[src/rtl/xlt_pkg.sv]
package xlt_pkg;

    localparam int ADDR_W = 32;
    localparam int PERM_W = 12;
    localparam int DOM_W  = 4;
    localparam int KIND_W = 3;

    typedef enum logic [KIND_W-1:0] {
        KIND_NONE    = 3'd0,
        KIND_SMALL   = 3'd1,
        KIND_LARGE   = 3'd2,
        KIND_SECTION = 3'd3,
        KIND_XSMALL  = 3'd4,
        KIND_TINY    = 3'd5
    } map_kind_e;

    typedef struct packed {
        logic [KIND_W-1:0] kind;
        logic [ADDR_W-1:0] vtag;
        logic [ADDR_W-1:0] pbase;
        logic [PERM_W-1:0] perm;
        logic [DOM_W-1:0]  dom;
    } xlt_entry_t;

    // Compare mask for each mapping kind; unknown codes give no mask.
    function automatic logic [ADDR_W-1:0] kind_mask(input logic [KIND_W-1:0] k);
        case (k)
            KIND_SMALL:   kind_mask = 32'hFFFF_F000;
            KIND_LARGE:   kind_mask = 32'hFFFF_0000;
            KIND_SECTION: kind_mask = 32'hFFF0_0000;
            KIND_XSMALL:  kind_mask = 32'hFFFF_F000;
            KIND_TINY:    kind_mask = 32'hFFFF_FC00;
            default:      kind_mask = 32'h0000_0000;
        endcase
    endfunction

    // A slot takes part in compares only with a known, non-empty kind.
    function automatic logic kind_live(input logic [KIND_W-1:0] k);
        kind_live = (k >= KIND_SMALL) && (k <= KIND_TINY);
    endfunction

endpackage

[src/rtl/xlt_match.sv]
module xlt_match
    import xlt_pkg::*;
#(
    parameter int N_ENTRIES = 8
) (
    input  logic                          clk,
    input  logic                          rst,
    input  logic [ADDR_W-1:0]             va_i,
    input  xlt_entry_t [N_ENTRIES-1:0]    ents_i,
    output logic [N_ENTRIES-1:0]          match_o
);

    for (genvar g = 0; g < N_ENTRIES; g++) begin : g_cmp
        logic [ADDR_W-1:0] msk;
        assign msk = kind_mask(ents_i[g].kind);
        assign match_o[g] = kind_live(ents_i[g].kind)
                         && ((va_i & msk) == (ents_i[g].vtag & msk));

        // a slot that is not live never reports a match
        p_dead_no_match_r3: assert property (@(posedge clk) disable iff (rst)
            !kind_live(ents_i[g].kind) |-> !match_o[g]);
    end

endmodule

[src/rtl/xlt_prio.sv]
module xlt_prio #(
    parameter int N_ENTRIES = 8,
    localparam int IDX_W = (N_ENTRIES > 1) ? $clog2(N_ENTRIES) : 1
) (
    input  logic                 clk,
    input  logic                 rst,
    input  logic [N_ENTRIES-1:0] match_i,
    output logic                 hit_o,
    output logic [IDX_W-1:0]     idx_o
);

    always_comb begin
        hit_o = 1'b0;
        idx_o = '0;
        for (int i = N_ENTRIES - 1; i >= 0; i--) begin
            if (match_i[i]) begin
                hit_o = 1'b1;
                idx_o = IDX_W'(i);
            end
        end
    end

    // the chosen index matches and nothing below it does
    p_lowest_hit_r5: assert property (@(posedge clk) disable iff (rst)
        hit_o |-> (match_i[idx_o]
                   && ((match_i & ((N_ENTRIES'(1) << idx_o) - N_ENTRIES'(1))) == '0)));

    p_miss_no_match_r3: assert property (@(posedge clk) disable iff (rst)
        !hit_o |-> (match_i == '0));

endmodule

[src/rtl/xlt_store.sv]
module xlt_store
    import xlt_pkg::*;
#(
    parameter int N_ENTRIES = 8,
    localparam int IDX_W = (N_ENTRIES > 1) ? $clog2(N_ENTRIES) : 1
) (
    input  logic                        clk,
    input  logic                        rst,
    input  logic                        fill_en_i,
    input  xlt_entry_t                  fill_ent_i,
    input  logic                        flush_all_i,
    input  logic                        flush_one_i,
    input  logic                        flush_hit_i,
    input  logic [IDX_W-1:0]            flush_idx_i,
    output xlt_entry_t [N_ENTRIES-1:0]  ents_o
);

    localparam logic [IDX_W-1:0] LAST = IDX_W'(N_ENTRIES - 1);

    xlt_entry_t [N_ENTRIES-1:0] ents_q;
    logic [IDX_W-1:0]           ptr_q;
    logic                       fill_ok;

    // Any flush request blocks a fill in the same cycle.
    assign fill_ok = fill_en_i && !flush_all_i && !flush_one_i;

    always_ff @(posedge clk) begin
        if (rst || flush_all_i) begin
            for (int i = 0; i < N_ENTRIES; i++) begin
                ents_q[i].kind <= KIND_NONE;
            end
            ptr_q <= '0;
        end else if (flush_one_i) begin
            if (flush_hit_i) begin
                ents_q[flush_idx_i].kind <= KIND_NONE;
            end
        end else if (fill_ok) begin
            ents_q[ptr_q] <= fill_ent_i;
            ptr_q         <= (ptr_q == LAST) ? '0 : ptr_q + IDX_W'(1);
        end
    end

    assign ents_o = ents_q;

    // flush-all rewinds the pointer and empties slot 0
    p_flush_rewind_r7: assert property (@(posedge clk) disable iff (rst)
        flush_all_i |=> (ptr_q == '0) && (ents_q[0].kind == KIND_NONE));

    // an accepted fill advances the pointer with wrap
    p_ptr_step_r6: assert property (@(posedge clk) disable iff (rst)
        fill_ok |=> ptr_q == (($past(ptr_q) == LAST) ? '0 : $past(ptr_q) + IDX_W'(1)));

    // without an accepted fill or flush-all the pointer holds
    p_ptr_hold_r9: assert property (@(posedge clk) disable iff (rst)
        (!fill_ok && !flush_all_i) |=> $stable(ptr_q));

    // the flushed slot reads as invalid on the next cycle
    p_flush_one_r8: assert property (@(posedge clk) disable iff (rst)
        (flush_one_i && flush_hit_i && !flush_all_i)
        |=> ents_q[$past(flush_idx_i)].kind == KIND_NONE);

    for (genvar g = 0; g < N_ENTRIES; g++) begin : g_chk
        // live slots hold no bits outside their mask
        p_masked_r4: assert property (@(posedge clk) disable iff (rst)
            kind_live(ents_q[g].kind) |->
                (((ents_q[g].vtag | ents_q[g].pbase) & ~kind_mask(ents_q[g].kind)) == '0));
    end

endmodule

[src/rtl/xlt_cache.sv]
module xlt_cache
    import xlt_pkg::*;
#(
    parameter int N_ENTRIES = 8,
    localparam int IDX_W = (N_ENTRIES > 1) ? $clog2(N_ENTRIES) : 1
) (
    input  logic              clk,
    input  logic              rst,
    input  logic [31:0]       lk_va,
    output logic              lk_hit,
    output logic [IDX_W-1:0]  lk_idx,
    output logic [2:0]        lk_kind,
    output logic [31:0]       lk_pbase,
    output logic [11:0]       lk_perm,
    output logic [3:0]        lk_dom,
    input  logic              fill_en,
    input  logic [2:0]        fill_kind,
    input  logic [31:0]       fill_va,
    input  logic [31:0]       fill_pa,
    input  logic [11:0]       fill_perm,
    input  logic [3:0]        fill_dom,
    input  logic              flush_all,
    input  logic              flush_one,
    input  logic [31:0]       flush_va
);

    xlt_entry_t [N_ENTRIES-1:0] ents;
    xlt_entry_t                 fill_ent;
    xlt_entry_t                 sel;
    logic [N_ENTRIES-1:0]       lk_match;
    logic [N_ENTRIES-1:0]       fl_match;
    logic                       hit_w;
    logic [IDX_W-1:0]           idx_w;
    logic                       fl_hit;
    logic [IDX_W-1:0]           fl_idx;
    logic [ADDR_W-1:0]          fmask;

    assign fmask          = kind_mask(fill_kind);
    assign fill_ent.kind  = fill_kind;
    assign fill_ent.vtag  = fill_va & fmask;
    assign fill_ent.pbase = fill_pa & fmask;
    assign fill_ent.perm  = fill_perm;
    assign fill_ent.dom   = fill_dom;

    xlt_store #(.N_ENTRIES(N_ENTRIES)) u_store (
        .clk         (clk),
        .rst         (rst),
        .fill_en_i   (fill_en),
        .fill_ent_i  (fill_ent),
        .flush_all_i (flush_all),
        .flush_one_i (flush_one),
        .flush_hit_i (fl_hit),
        .flush_idx_i (fl_idx),
        .ents_o      (ents)
    );

    // Two compare paths: one for lookup, one for flush-by-address.
    xlt_match #(.N_ENTRIES(N_ENTRIES)) u_lk_match (
        .clk (clk), .rst (rst), .va_i (lk_va), .ents_i (ents), .match_o (lk_match)
    );
    xlt_prio #(.N_ENTRIES(N_ENTRIES)) u_lk_prio (
        .clk (clk), .rst (rst), .match_i (lk_match), .hit_o (hit_w), .idx_o (idx_w)
    );
    xlt_match #(.N_ENTRIES(N_ENTRIES)) u_fl_match (
        .clk (clk), .rst (rst), .va_i (flush_va), .ents_i (ents), .match_o (fl_match)
    );
    xlt_prio #(.N_ENTRIES(N_ENTRIES)) u_fl_prio (
        .clk (clk), .rst (rst), .match_i (fl_match), .hit_o (fl_hit), .idx_o (fl_idx)
    );

    always_comb begin
        sel = '0;
        if (hit_w) begin
            sel = ents[idx_w];
        end
    end

    assign lk_hit   = hit_w;
    assign lk_idx   = hit_w ? idx_w : '0;
    assign lk_kind  = sel.kind;
    assign lk_pbase = sel.pbase;
    assign lk_perm  = sel.perm;
    assign lk_dom   = sel.dom;

    // a hit returns a live kind, a miss returns cleared fields
    p_hit_live_r3: assert property (@(posedge clk) disable iff (rst)
        lk_hit |-> kind_live(lk_kind));
    p_miss_clear_r3: assert property (@(posedge clk) disable iff (rst)
        !lk_hit |-> (lk_kind == 3'd0 && lk_pbase == '0 && lk_dom == '0 && lk_perm == '0));

endmodule

[config.mk]
export PLATFORM = sky130hd
export DESIGN_NAME = xlt_cache
export DESIGN_NICKNAME = d
export VERILOG_FILES = /design/src/rtl/xlt_pkg.sv /design/src/rtl/xlt_match.sv /design/src/rtl/xlt_prio.sv /design/src/rtl/xlt_store.sv /design/src/rtl/xlt_cache.sv
export SDC_FILE = /design/constraint.sdc
export NUM_CORES = 1
export LEC_CHECK = 0
export CAP_MARGIN = 15
export CORE_MARGIN = 5
export CORE_UTILIZATION = 55
export DETAILED_ROUTE_END_ITERATION = 12
export HOLD_SLACK_MARGIN = 0.06
export MAX_ROUTING_LAYER = met4
export PLACE_DENSITY = 0.75
export SKIP_CTS_REPAIR_TIMING = 1
export SLEW_MARGIN = 20
export SYNTH_ARGS = -nofsm -noshare
export SYNTH_HDL_FRONTEND = slang
export SYNTH_HIERARCHICAL = 1
export SYNTH_SLANG_ARGS = --single-unit
[constraint.sdc]
create_clock -name clk -period 15.74 [get_ports clk]
set_clock_uncertainty 0.1 [all_clocks]
set_input_delay 2.361 -clock clk [delete_from_list [all_inputs] [get_ports clk]]
set_output_delay 2.361 -clock clk [all_outputs]
set_load 0.02 [all_outputs]
==> summary.md <==
| Metric | Value |
|---|---|
| Cells along the critical path | `clkdlybuf4s50_1 > xor2_1 > nor4_1 > o211ai_1 > nor4_2 > nor2b_1 > o21bai_1 > o41ai_2 > buf_4 > nand2_2 > buf_4 > o22ai_1 > nor2_1 > clkdlybuf4s50_1` |
| CTS tree | `built` |
| Critical path data required time | `13.28 ns` |
| Skew-Pair Late Insertion Delay | `0.64 ns` |
| CP max stage delay | `0.96 ns` |
| # IOs | `207` |
| Area growth syn-to-layout | `13.7%` |
| Area occupied by multi-input gates | `13000 um2` |
| Fin cells | `3380` |
| Clk buf depth | `3` |
| Max_slew headroom | `22.0%` |
| Clk sinks | `587` |
| Grt total ovfl | `0` |
| Tmin final | `10.70 ns` |
| Worst-path clk slew | `0.06 ns` |
| Most common cell after layout, fill and taps aside | `and2_1` |
| First DRT Iteration DRCs | `1967` |
| Filler cell count | `4266` |
| Final Util | `62.8%` |
| Root buf cell | `clkbuf_16` |
| Max-Cap Viols | `0` |
| Worst VDD drop | `102 uV` |
| Vias per cell | `5.88` |
| Final setup vio count | `0` |
| Crit path max fanout | `54` |
| Placed inst area | `33200 um2` |
| Synth Cell Area | `30900 um2` |
| Register area | `17400 um2` |
| Hold WS | `0.585 ns` |
| Dpl hpwl | `50400 um` |
| Worst slack at placement | `5.07 ns` |
| Post-Synthesis Cells | `2407` |
| Placed Cells | `3266` |
| WS Path Type | `input pin to output port` |
| Die width | `247 um` |
| Vias | `19900` |
| First-pass GRT wire length | `124000 um` |
| Num CTS Buffers | `60` |
| Leakage | `12.0 nW` |
| Tot GR Track Use | `28.0%` |
| Worst-path cell with the longest stage delay | `nor4_1` |
| Hold Path Class | `register to register` |
| Final GP Congestion | `0.936` |
| Most frequent cells in the layout | `585 x and2_1, 560 x edfxtp_1, 332 x xor2_1` |
| PD cells | `93.1 nW/um2` |
| Syn_area_per_cell | `12.9 um2` |
| Vias in the first global route | `20100` |
| CP Data Arrival Time | `8.24 ns` |
| Post-Layout Inst Area | `35200 um2` |
| Core area | `56100 um2` |
| Initial antenna violation count | `1` |
| Worst setup margin | `5.04 ns` |
| Final Power | `3.28 mW` |
| Fmax | `93.5 MHz` |
| Startpoint Class | `input pin` |
| Die Ht | `247 um` |
| Largest net degree at the start of global routing | `155` |
| IO buf count | `166` |
| Routed Wire Length | `84500 um` |
| Final ANT Viol Nets | `0` |
| Setup TNS | `0 ns` |
| First-pass iteration count of the detailed router | `5` |
| CP top delay family | `buffers and inverters` |
| Fin. Hold Viols | `0` |
| Effective utilization at floorplan | `55.2%` |
| H-tree depth | `2` |
| Final Max Slew Viols | `0` |
| Layout Nets | `2726` |
| Share of layout cells above drive strength 1 | `12.7%` |
| Unrepaired setup endpoints after global routing | `false` |
| Slew @ Worst Pin | `1.16 ns` |
| CP Capture Type | `output port` |
| Crit path buffers/inverters | `4` |
| Residual DRC count | `0` |
| Cell row count | `87` |
| Status | `finished clean` |
| Synth Warn # | `6` |
| Die outline area | `61100 um2` |
| Final period util | `68.0%` |
| Per-cell routed wire length | `25.0 um` |
==> flip-flops by register name, summed over array words and instances, names as in the netlist <==
signal and cells:
u_store/ptr_q 3, u_store/ents_o 584
==> metal layers <==
layer / up-vias / global-route usage [%] / share of wire [%]
met2: 853 / 47.4 / 50
li1: 8869 / - / -
met5: - / - / 0
met3: 166 / 3.75 / 7.4
met4: 0 / 8.91 / 3.5
met1: 9970 / 35.3 / 39
==> worst paths after layout <==
kind / start / end / slack, ns / cells past startpoint
setup / recovery: lk_va[24] / lk_perm[9] / 5.04 / 14
hold reg to reg: u_store/ents_o[329] / u_store/ents_o[329] / 0.59 / 1
hold / removal: u_store/ents_o[329] / u_store/ents_o[329] / 0.59 / 1
setup reg to reg: u_store/ents_o[164] / u_store/ents_o[113] / 10.03 / 11
==> layout make-up <==
cell class	count	area share [%]
inverter	2	0.0213
timing repair buffer	201	5.51
sequential	587	49.3
clock buffer	76	4.50
antenna	1	0.00711
multi-input combinational	1720	36.9
clock inverter	37	1.09
tap	756	2.69
==> power by group <==
part,switching [mW],internal (mW),leakage [nW],total [mW]
clock,0.599,0.825,0.951,1.42
combinational,0.0971,0.0630,5.56,0.160
sequential,0.00196,1.69,5.46,1.69
Power figures use the tool's default switching activity.
